==> src/rtl/sct_pkg.sv <==
package sct_pkg;

   // write action selected by address bits [3:2]
   typedef enum logic [1:0] {
      SCT_LOAD = 2'd0,
      SCT_SET  = 2'd1,
      SCT_CLR  = 2'd2,
      SCT_FLIP = 2'd3
   } sct_op_e;

   // size code for a full 32-bit access
   localparam logic [1:0] SCT_SIZE_WORD = 2'd2;

   // bytes per register window and number of low address bits it spans
   localparam int SCT_WIN_BYTES = 16;
   localparam int SCT_WIN_BITS  = 4;

   // decoded view of one bus request
   typedef struct packed {
      logic    lane_ok;
      logic    size_ok;
      logic    range_ok;
      sct_op_e op;
   } sct_dec_t;

endpackage

==> src/rtl/sct_decode.sv <==
module sct_decode
   import sct_pkg::*;
#(
   parameter int NUM_REGS = 8,
   parameter int ADDR_W   = 8,
   parameter int IDX_W    = 3
) (
   input  logic [ADDR_W-1:0]   addr,
   input  logic [1:0]          size,
   input  logic                wr,
   input  logic                rd,
   output sct_dec_t            dec,
   output logic [IDX_W-1:0]    idx,
   output logic                legal,
   output logic                bad_access,
   output logic [NUM_REGS-1:0] wr_sel
);

   localparam int UPPER_W  = ADDR_W - SCT_WIN_BITS;
   localparam int MAP_REGS = 2 ** UPPER_W;

   logic [UPPER_W-1:0] upper;

   assign upper = addr[ADDR_W-1:SCT_WIN_BITS];

   // when the bank fills the whole address map no index can be out of range
   generate
      if (NUM_REGS == MAP_REGS) begin : g_full_map
         assign dec.range_ok = 1'b1;
      end else begin : g_partial_map
         assign dec.range_ok = (upper < UPPER_W'(NUM_REGS));
      end
   endgenerate

   assign dec.lane_ok = (addr[1:0] == 2'b00);
   assign dec.size_ok = (size == SCT_SIZE_WORD);
   assign dec.op      = sct_op_e'(addr[3:2]);

   generate
      if (UPPER_W >= IDX_W) begin : g_idx_trunc
         assign idx = upper[IDX_W-1:0];
      end else begin : g_idx_pad
         assign idx = IDX_W'(upper);
      end
   endgenerate

   assign legal      = dec.lane_ok & dec.size_ok & dec.range_ok;
   assign bad_access = (wr | rd) & ~legal;

   // one-hot write strobe, one line per register
   generate
      for (genvar g = 0; g < NUM_REGS; g++) begin : g_sel
         assign wr_sel[g] = wr & legal & (idx == IDX_W'(g));
      end
   endgenerate

endmodule

==> src/rtl/sct_reg_cell.sv <==
module sct_reg_cell
   import sct_pkg::*;
#(
   parameter int DATA_W = 32
) (
   input  logic              clk,
   input  logic              rst_n,
   input  logic              wr_en,
   input  sct_op_e           op,
   input  logic [DATA_W-1:0] wdata,
   output logic [DATA_W-1:0] q
);

   logic [DATA_W-1:0] nxt;

   always_comb begin
      unique case (op)
         SCT_LOAD: nxt = wdata;
         SCT_SET:  nxt = q | wdata;
         SCT_CLR:  nxt = q & ~wdata;
         SCT_FLIP: nxt = q ^ wdata;
         default:  nxt = q;
      endcase
   end

   always_ff @(posedge clk) begin
      if (!rst_n) begin
         q <= '0;
      end else if (wr_en) begin
         q <= nxt;
      end
   end

endmodule

==> src/rtl/sct_rdport.sv <==
module sct_rdport #(
   parameter int NUM_REGS = 8,
   parameter int DATA_W   = 32,
   parameter int IDX_W    = 3
) (
   input  logic                       clk,
   input  logic                       rst_n,
   input  logic                       rd,
   input  logic                       legal,
   input  logic [IDX_W-1:0]           idx,
   input  logic [NUM_REGS*DATA_W-1:0] regs_flat,
   output logic [DATA_W-1:0]          rdata
);

   logic [DATA_W-1:0] word;

   // index is only used when the access is legal, so it is always in range
   always_comb begin
      word = '0;
      for (int i = 0; i < NUM_REGS; i++) begin
         if (idx == IDX_W'(i)) begin
            word = regs_flat[i*DATA_W +: DATA_W];
         end
      end
   end

   always_ff @(posedge clk) begin
      if (!rst_n) begin
         rdata <= '0;
      end else if (rd) begin
         rdata <= legal ? word : '0;
      end
   end

endmodule

==> src/rtl/sct_regbank.sv <==
module sct_regbank
   import sct_pkg::*;
#(
   parameter int NUM_REGS = 8,
   parameter int ADDR_W   = 8,
   parameter int DATA_W   = 32
) (
   input  logic              clk,
   input  logic              rst_n,
   input  logic [ADDR_W-1:0] bus_addr,
   input  logic [1:0]        bus_size,
   input  logic              bus_wr,
   input  logic [DATA_W-1:0] bus_wdata,
   input  logic              bus_rd,
   output logic [DATA_W-1:0] bus_rdata,
   output logic              bus_err
);

   localparam int IDX_W = (NUM_REGS > 1) ? $clog2(NUM_REGS) : 1;

   generate
      if (DATA_W != 32) begin : g_chk_width
         $error("sct_regbank: DATA_W must be 32");
      end
      if (NUM_REGS < 1) begin : g_chk_count
         $error("sct_regbank: NUM_REGS must be at least 1");
      end
      if (ADDR_W <= SCT_WIN_BITS) begin : g_chk_addr
         $error("sct_regbank: ADDR_W too small for one window");
      end else if (NUM_REGS > 2 ** (ADDR_W - SCT_WIN_BITS)) begin : g_chk_fit
         $error("sct_regbank: NUM_REGS windows do not fit in ADDR_W");
      end
   endgenerate

   sct_dec_t                   dec;
   logic [IDX_W-1:0]           idx;
   logic                       legal;
   logic                       bad_access;
   logic [NUM_REGS-1:0]        wr_sel;
   logic [NUM_REGS*DATA_W-1:0] regs_flat;
   logic                       err_q;

   sct_decode #(
      .NUM_REGS (NUM_REGS),
      .ADDR_W   (ADDR_W),
      .IDX_W    (IDX_W)
   ) u_decode (
      .addr       (bus_addr),
      .size       (bus_size),
      .wr         (bus_wr),
      .rd         (bus_rd),
      .dec        (dec),
      .idx        (idx),
      .legal      (legal),
      .bad_access (bad_access),
      .wr_sel     (wr_sel)
   );

   generate
      for (genvar g = 0; g < NUM_REGS; g++) begin : g_reg
         sct_reg_cell #(
            .DATA_W (DATA_W)
         ) u_cell (
            .clk   (clk),
            .rst_n (rst_n),
            .wr_en (wr_sel[g]),
            .op    (dec.op),
            .wdata (bus_wdata),
            .q     (regs_flat[g*DATA_W +: DATA_W])
         );
      end
   endgenerate

   sct_rdport #(
      .NUM_REGS (NUM_REGS),
      .DATA_W   (DATA_W),
      .IDX_W    (IDX_W)
   ) u_rdport (
      .clk       (clk),
      .rst_n     (rst_n),
      .rd        (bus_rd),
      .legal     (legal),
      .idx       (idx),
      .regs_flat (regs_flat),
      .rdata     (bus_rdata)
   );

   always_ff @(posedge clk) begin
      if (!rst_n) begin
         err_q <= 1'b0;
      end else begin
         err_q <= bad_access;
      end
   end

   assign bus_err = err_q;

endmodule

==> config.mk <==
export PLATFORM = sky130hd
export DESIGN_NAME = sct_regbank
export DESIGN_NICKNAME = d
export VERILOG_FILES = /design/src/rtl/sct_pkg.sv /design/src/rtl/sct_decode.sv /design/src/rtl/sct_reg_cell.sv /design/src/rtl/sct_rdport.sv /design/src/rtl/sct_regbank.sv
export SDC_FILE = /design/constraint.sdc
export NUM_CORES = 1
export LEC_CHECK = 0
export ABC_AREA = 1
export BUFFER_PORTS_ARGS = -buffer_cell sky130_fd_sc_hd__buf_2
export CORE_UTILIZATION = 45
export CTS_CLUSTER_DIAMETER = 80
export DETAILED_ROUTE_END_ITERATION = 16
export SETUP_SLACK_MARGIN = 0.5
export SLEW_MARGIN = 10
export SYNTH_ARGS = -nofsm -noshare
export SYNTH_HDL_FRONTEND = slang
export SYNTH_SLANG_ARGS = --single-unit
==> constraint.sdc <==
create_clock -name clk -period 2.3 [get_ports clk]
set_clock_uncertainty 0.15 [all_clocks]
set_input_delay 0.69 -clock clk [delete_from_list [all_inputs] [get_ports clk]]
set_output_delay 0.69 -clock clk [all_outputs]
set_load 0.02 [all_outputs]
# Word level (Yosys, flattened, before mapping)

Cells that the tools add are included.

Output and inout bits: 33
Latch bits: 0
Memory bits (read-only): 0
Input port bits: 46
Memories: 0
Register bits: 289
Bits in writable memories: 0
Word-level logic and storage cells: 81

Add/subtract/negate cells: 0
Magnitude comparators: 1
Bitwise operators: 39
Multiplexer cells: 17
Divide/modulo/power cells: 0
$mul: 0
Reductions and logical operators: 3
Equal/unequal tests: 11
Shift operators: 0

Operator list:

| kind                                                             | number |
|---|---|
| 32-bit case mux with 4 select lines                              | 8 |
| 32-bit two-way mux                                               | 9 |
| 32-bit AND                                                       | 8 |
| 32-bit OR                                                        | 8 |
| 32-bit XOR                                                       | 8 |
| 32-bit NOT                                                       | 1 |
| 1-bit AND                                                        | 12 |
| 3-bit == test (second input constant)                            | 4 |
| 2-bit == test (second input constant)                            | 3 |
| 3-bit by 2-bit == test with 1-bit output (second input constant) | 2 |
| 2-bit zero test                                                  | 2 |
| 4-bit < comparator (second input constant)                       | 1 |
| 3-bit by 1-bit == test with 1-bit output (second input constant) | 1 |
| 3-bit zero test                                                  | 1 |
| 2-bit by 1-bit == test with 1-bit output (second input constant) | 1 |
| 1-bit NOT                                                        | 1 |
| 1-bit OR                                                         | 1 |

# Logic depth before layout (Yosys ltp)

Gate-level depths: netlist of run 1.

Depth after elaboration: 10
Mapped depth: 12
Gate-level depth less buffers: 10

# By module

Synthesis of run 1 repeated with hierarchy kept, for this count alone.

Cell total of the unflattened synthesis: 4620
Area total of the unflattened synthesis: 28743.8 um^2

By module, submodules not included:

| module       | cells each | sequential area each (um^2) | instances | area each (um^2) |
|---|---|---|---|---|
| sct_reg_cell | 493        | 640.6                       | 8         | 3161.8 |
| sct_rdport   | 640        | 640.6                       | 1         | 3216.8 |
| sct_decode   | 33         | 0.0                         | 1         | 205.2 |
| sct_regbank  | 3          | 20.0                        | 1         | 27.5 |

# Worst setup path after synthesis of run 1

OpenSTA, ideal clock, no wires.

Path kind: input to register
Start point: input bus_size[0]
End point: register g_reg[0].u_cell.q[20]
Arrival: 1.864 ns
Stages on the path: 6
Slack: 0.164 ns
Buffers on the path: 1
Data required time: 2.028 ns
Setup time: 0.122 ns
Path through: nor3_1 > nor3b_4 > nand2_4 > nor2_8 > buf_2 > a21oi_1

Cells in the longest elaborated chain, start to end: 5

RTL lines:

| element                | RTL line           | source |
|---|---|---|
| start, declared        | sct_regbank.sv:11  | `input logic [1:0] bus_size,` |
| 2-bit == test          | sct_decode.sv:36   | `assign dec.size_ok = (size == SCT_SIZE_WORD);` |
| 1-bit AND (2 in a row) | sct_decode.sv:47   | `assign legal = dec.lane_ok & dec.size_ok & dec.range_ok;` |
| 1-bit AND (2 in a row) | sct_decode.sv:53   | `assign wr_sel[g] = wr & legal & (idx == IDX_W'(g));` |
| end signal, assigned   | sct_reg_cell.sv:30 | `q <= nxt;` |
| end, declared          | sct_reg_cell.sv:11 | `output logic [DATA_W-1:0] q` |

Every way passes these cells.
A chain may end at the register's enable or synchronous reset.

# Final worst setup path of run 1

Start point: register u_rdport.rdata[21]
End point: output bus_rdata[21]

RTL lines:

| element                | RTL line          | source |
|---|---|---|
| start, declared        | sct_rdport.sv:12  | `output logic [DATA_W-1:0] rdata` |
| start signal, assigned | sct_rdport.sv:31  | `rdata <= legal ? word : '0;` |
| end, declared          | sct_regbank.sv:15 | `output logic [DATA_W-1:0] bus_rdata,` |

No word-level cell between the ends.

==> results by group, run 1 <==
Status
  – Status: finished, final reports clean

Power and ir drop
  – Pwr/cell area: 426 mW/mm^2
  – Pleak: 13.0 nW
  – Worst IR Drop VDD: between 300 and 400 uV
  – Overall power: ~13 mW

Setup path
  – Stages on worst setup path: 1
  – Arrival time of the worst setup path: around 1.1 ns
  – Critical path peak fanout: 2
  – WP buf/inv: 1
  – Worst setup SP type: flop
  – Delay-heaviest family, CP: flip-flops
  – Required time of the critical path: 1.46 ns
  – Worst Setup End Kind: output port
  – R2R cell count: 6
  – Worst Setup Path Type: reg2out
  – Slowest CP cell: dfxtp_4
  – Crit-path cells: buf_6
  – Max incr delay on CP: 0.38 ns

Cells and area
  – Diode count: 0
  – Area Growth Syn to Fin: 30.4%
  – Final core utilization: 59.3%
  – Fillcell total: between 4000 and 5000
  – Layout cells sized above 1: roughly a fifth
  – Commonest non-fill, non-tap cell in the layout: nand2_1
  – Design Area, Final: a little over 0.03 sq mm
  – Commonest cells after routing, fill and taps aside: nand2_1, ha_1, inv_1
  – Final nets: 4045

Global routing
  – Total global routing track utilization: 29.1%
  – Vias in the first global route: 23476
  – First-pass GRT wire length: 125 mm
  – Initial antenna violation count: 3
  – Gr ovfl total: 0
  – Largest net degree at the start of global routing: 56

Die
  – I/O pin count: 79
  – Die Y-Extent: 232 um
  – Core Area: 0.0524 sq mm
  – Die Wd: 232 um
  – Die footprint: 0.0540 sq mm
  – Starting Density: a little under half
  – Row count: 84

STA
  – RSZ-0062 raised after global routing: true
  – Min Clock Period, post-route: 1.93 ns
  – Slew HR: 55.0%
  – Endpoints failing setup: 0
  – Max Freq: 0.518 GHz
  – Worst-Margin Slew: 0.674 ns
  – Setup WS post-layout: about 0.37 ns
  – Tcrit/Tclk final: between 80% and 90%
  – Hold slack: 0.314 ns
  – Final hold vios: 0
  – Final Max Slew Viols: 0

Clock network
  – Sink Count: 289
  – Max clock buf depth: 3
  – Clk_lat worst skew: 0.57 ns
  – CTS tree: yes
  – CTS buffer count: 39
  – Root buf cell: clkbuf_16
  – Worst-path clk slew: 0.06 ns
  – Hold buffers post-CTS: 0
  – Number of H-tree levels: 2

Flow run
  – Max-cap viol count: 0

Placed design
  – Cell Area, Placed: 0.0269 sq mm
  – Worst slack, placed: -0.122 ns
  – Post-DP HPWL: 52.0 mm
  – Routability Congestion: 0.838
  – Port-buffer cells: about 80

Detailed routing
  – Total Wirelength: 89.7 mm
  – Total number of vias: about 25000
  – Met1 WL: 37.5 mm
  – DR pass1 iterations: 5
  – Post-detailed-route count of antenna-violating nets: 0
  – Routed length on met3: 5.52 mm
  – DRC viols: 0
  – Top layer in use: met4
  – Vias per Instance: 5.86
  – Iter 0 DRT Violations: 2238
  – Met2 wire length: 42.5 mm
  – WL/cell: 21.3 um

Synth
  – Share of the synthesized area in the top cell type: between 20% and 30%
  – Dominant cells by area after synthesis: ha_1, dfxtp_1, nand2_1, a21oi_1, inv_1
  – Synth Flop Type: dfxtp_1
  – Distinct cells, synth: 29
  – Number of flops mapped to enable cells by yosys: 0
  – Post-Syn Area: 0.0239 sq mm
  – Synth warn: 0
  – Sequential share of the synthesized area: 24.2%
  – Fraction of registers with async set/reset: 0%
  – Mean post-synth cell area: approximately 7.3 sq um
  – Syn Nets: 3821
  – Area leader, netlist: ha_1
  – Mapped Cells: 3263
  – #FFs+latches synth: 289

Min path
  – Hold crit path type: in2reg
  – Hold Crit Depth: 3
==> layer usage <==
metal | vias to the layer above | track usage [%]
met1 | 12128 | 35.6
met5 | - | 0
met4 | 0 | 13.9
met3 | 195 | 2.93
li1 | 11501 | -
met2 | 818 | 50.7
==> stage by stage <==
| stage | setup TNS (ns) | instances |
|---|---|---|
| after global routing | 0 | 4203 |
| after floorplan | 0 | 3263 |
| final | 0 | 4203 |
| after detailed placement | -8.40 | 4038 |
| after global placement | -4.25 | 4038 |
| after CTS | 0 | 4110 |
==> layout make-up <==
cell class,count,area (sq um),area share [%]
multi-input combinational,2451,16900,54.4
clock inverter,6,32.5,0.105
timing repair buffer,384,4950,15.9
sequential,289,5850,18.8
inverter,322,1280,4.12
clock buffer,63,1200,3.85
tap,688,861,2.77
==> path summary, 6_finish.rpt <==
kind	slack, ns	endpoint	from
setup / recovery	0.37	bus_rdata[21]	u_rdport.rdata[21]
hold / removal	0.31	g_reg[0].u_cell.q[26]	rst_n
setup reg to reg	0.80	g_reg[4].u_cell.q[5]	g_reg[4].u_cell.q[5]
hold reg to reg	0.32	u_rdport.rdata[9]	u_rdport.rdata[9]
==> kinds of logic after synthesis <==
kind of cell    count (synthesis)  synth area share, %
simple gates                  930                 16.1
flops                         289                 24.2
buf+inv                       523                 9.15
compound gates               1009                 23.7
fa+ha+maj                     512                 26.8
==> sequential cells by signal, summed over array words and instances, names as in the netlist <==
register / count
u_rdport.rdata: 32
g.u_cell.q: 256
bus_err: 1
==> report_power, final <==
group	switching, mW	total (mW)	internal [mW]	leakage (nW)
clock	2.54	6.09	3.55	0.605
combinational	1.35	2.14	0.795	10.0
sequential	0.0127	5.02	5.01	2.35
total	3.90	13.3	9.35	13.0
==> synthesized netlist by cell type (21+ instances only) <==
cell	instances
nand2_1	614
ha_1	512
a21oi_1	356
inv_1	314
dfxtp_1	289
nor2_1	219
o21ai_0	218
o21ai_1	196
a211oi_1	136
clkbuf_1	135
o211ai_1	101
buf_2	37
nand4_1	37
nand3_1	34
buf_6	21
==> what timing repair did <==
| action | 4_1_cts | 5_1_grt |
|---|---|---|
| hold endpoints to repair | 0 | 0 |
| cloned | 0 | 46 |
| setup endpoints to repair | 39 | 307 |
| pin swaps | 0 | 43 |
| setup buffers | 3 | 47 |
| resized for setup | 112 | 319 |
(Power assumes the default switching activity.)
==> run 2, diff against run 1 <==
Clock period 2.3 ns to 1.5 ns, I/O delays scaled along.
==> run 2 against run 1 <==
The flow now finishes with violations (setup timing). Clock power increased by 60%. Sequential power increased by 53%. First-iteration DRC count decreased by 2.1%. Setup slack got worse by 0.71 ns. Sequential share of layout area decreased by 2.1 points. Largest cell class unchanged.
==> results by group, run 2 (synthesized netlist as in run 1, its figures left out) <==
STA
  – Slew HR: 64.1%
  – Worst-Margin Slew: 0.535 ns
  – Tcrit/Tclk final: 122%
  – Min Clock Period, post-route: 1.84 ns
  – Final hold vios: 0
  – Final Max Slew Viols: 0
  – RSZ-0062 raised after global routing: true
  – Max Freq: between 0.5 and 0.6 GHz
  – Setup WS post-layout: -0.335 ns
  – Endpoints failing setup: 321

Setup path
  – Critical path peak fanout: 3
  – Worst setup SP type: flop
  – Worst Setup Path Type: reg2reg
  – Delay-heaviest family, CP: compound AO/OA/AOI/OAI gates
  – Required time of the critical path: 1.81 ns
  – WP buf/inv: 1
  – Arrival time of the worst setup path: 2.15 ns
  – Worst Setup End Kind: flop
  – Slowest CP cell: dfxtp_1
  – Crit-path cells: inv_1 -> ha_1 -> nand2_1 -> o21ai_0 -> a21oi_1 -> a21oi_2
  – Max incr delay on CP: 0.41 ns

Power and ir drop
  – Worst IR Drop VDD: between 600 and 700 uV
  – Pwr/cell area: about 600 mW/mm^2
  – Overall power: 21.2 mW
  – Pleak: 14.3 nW

Global routing
  – Vias in the first global route: 25762
  – Largest net degree at the start of global routing: 54
  – Total global routing track utilization: 35.9%
  – Initial antenna violation count: 0
  – First-pass GRT wire length: 150 mm
  – Gr ovfl total: 0

Clock network
  – CTS tree: yes
  – Root buf cell: clkbuf_16
  – CTS buffer count: 39
  – Number of H-tree levels: 2
  – Max clock buf depth: 3
  – Worst-path clk slew: 0.06 ns
  – Clk_lat worst skew: 0.58 ns
  – Sink Count: 289

Detailed routing
  – Iter 0 DRT Violations: 2191
  – Total Wirelength: 102 mm
  – DRC viols: 0
  – DR pass1 iterations: 6
  – Post-detailed-route count of antenna-violating nets: 0
  – Vias per Instance: 6.02
  – Total number of vias: 26359
  – WL/cell: 23.3 um

Cells and area
  – Commonest cells after routing, fill and taps aside: nand2_1, ha_1, inv_1
  – Max FFs per register: 256
  – Final core utilization: 66.8%
  – Layout cells sized above 1: 30.9%
  – Diode count: 0
  – Top reg by flops: g.u_cell.q
  – Area Growth Syn to Fin: 46.9%
  – Commonest non-fill, non-tap cell in the layout: nand2_1
  – Final nets: 4222

Die
  – Die Wd: 232 um
  – Row count: between 80 and 90
  – Die footprint: 0.0540 sq mm
  – Die Y-Extent: 232 um
  – I/O pin count: 79
  – Starting Density: 45.5%
  – Core Area: 0.0524 sq mm

Status
  – Status: finished, violations left
  – Failing checks: setup timing

Flow run
  – Max-cap viol count: 0

Placed design
  – Post-DP HPWL: between 50 and 60 mm
  – Port-buffer cells: 78
  – Routability Congestion: 0.836

Min path
  – Hold crit path type: in2reg
-- run 2: changes by cell type in the layout (fill, tap and decap cells not counted), sizes merged --
cell / delta
buf: +204
bufinv: +1
clkbuf: -31
clkinvlp: -3
inv: +5
-- run 2: per-layer routing --
metal	vias to the layer above	wire length (um)	GRT usage, %
li1	11884	-	-
met1	12750	39800	44.2
met2	1292	46400	57.6
met3	433	8630	6.57
met4	0	7210	22.8
met5	-	0	0
-- run 2: final timing paths --
check	startpoint	to	slack (ns)	depth (start not counted)
setup / recovery	g_reg[2].u_cell.q[11]	g_reg[2].u_cell.q[11]	-0.34	6
setup reg to reg	g_reg[2].u_cell.q[11]	g_reg[2].u_cell.q[11]	-0.34	6
hold / removal	rst_n	g_reg[2].u_cell.q[18]	0.23	4
hold reg to reg	u_rdport.rdata[31]	u_rdport.rdata[31]	0.32	2
-- run 2: what timing repair did --
item                                    4_1_cts  5_1_grt
hold buffers                                  0        0
endpoints found under the hold margin         0        0
endpoints found under the setup margin      321      321
buffers inserted                             85       18
pin swaps                                    55       48
cloned                                       53        5
gates resized for setup                     524      299
-- run 2: final cells by class --
type | count | area [sq um]
clock buffer | 59 | 1190
clock inverter | 9 | 98.8
fill | 4066 | 17400
inverter | 322 | 1250
multi-input combinational | 2451 | 18300
sequential | 289 | 5850
tap | 688 | 861
timing repair buffer | 561 | 7550
-- run 2: power by group --
group | total (mW) | switching (mW) | internal (mW)
logic | 3.79 | 2.32 | 1.47
registers | 7.70 | 0.0217 | 7.68
clock network | 9.76 | 3.97 | 5.79
-- run 2: worst min-delay path: cells and delay by family --
kind / cells / cell delay (ns)
buf+inv: 2 / 0.32
compound gates: 2 / 0.10
-- run 2: metrics by stage --
step                instance area [sq um]  cells  TNS, ns  hold slack (ns)  setup slack, ns
floorplan                           24200   3263   -94.27            0.324           -0.358
global placement                    28000   4150  -168.18            0.302           -0.768
detailed placement                  28000   4150  -176.34            0.303           -0.814
finish                              35100   4379   -59.74            0.228           -0.335
CTS                                 33300   4356   -37.28            0.182           -0.242
global route                        35100   4379   -70.95            0.226           -0.348
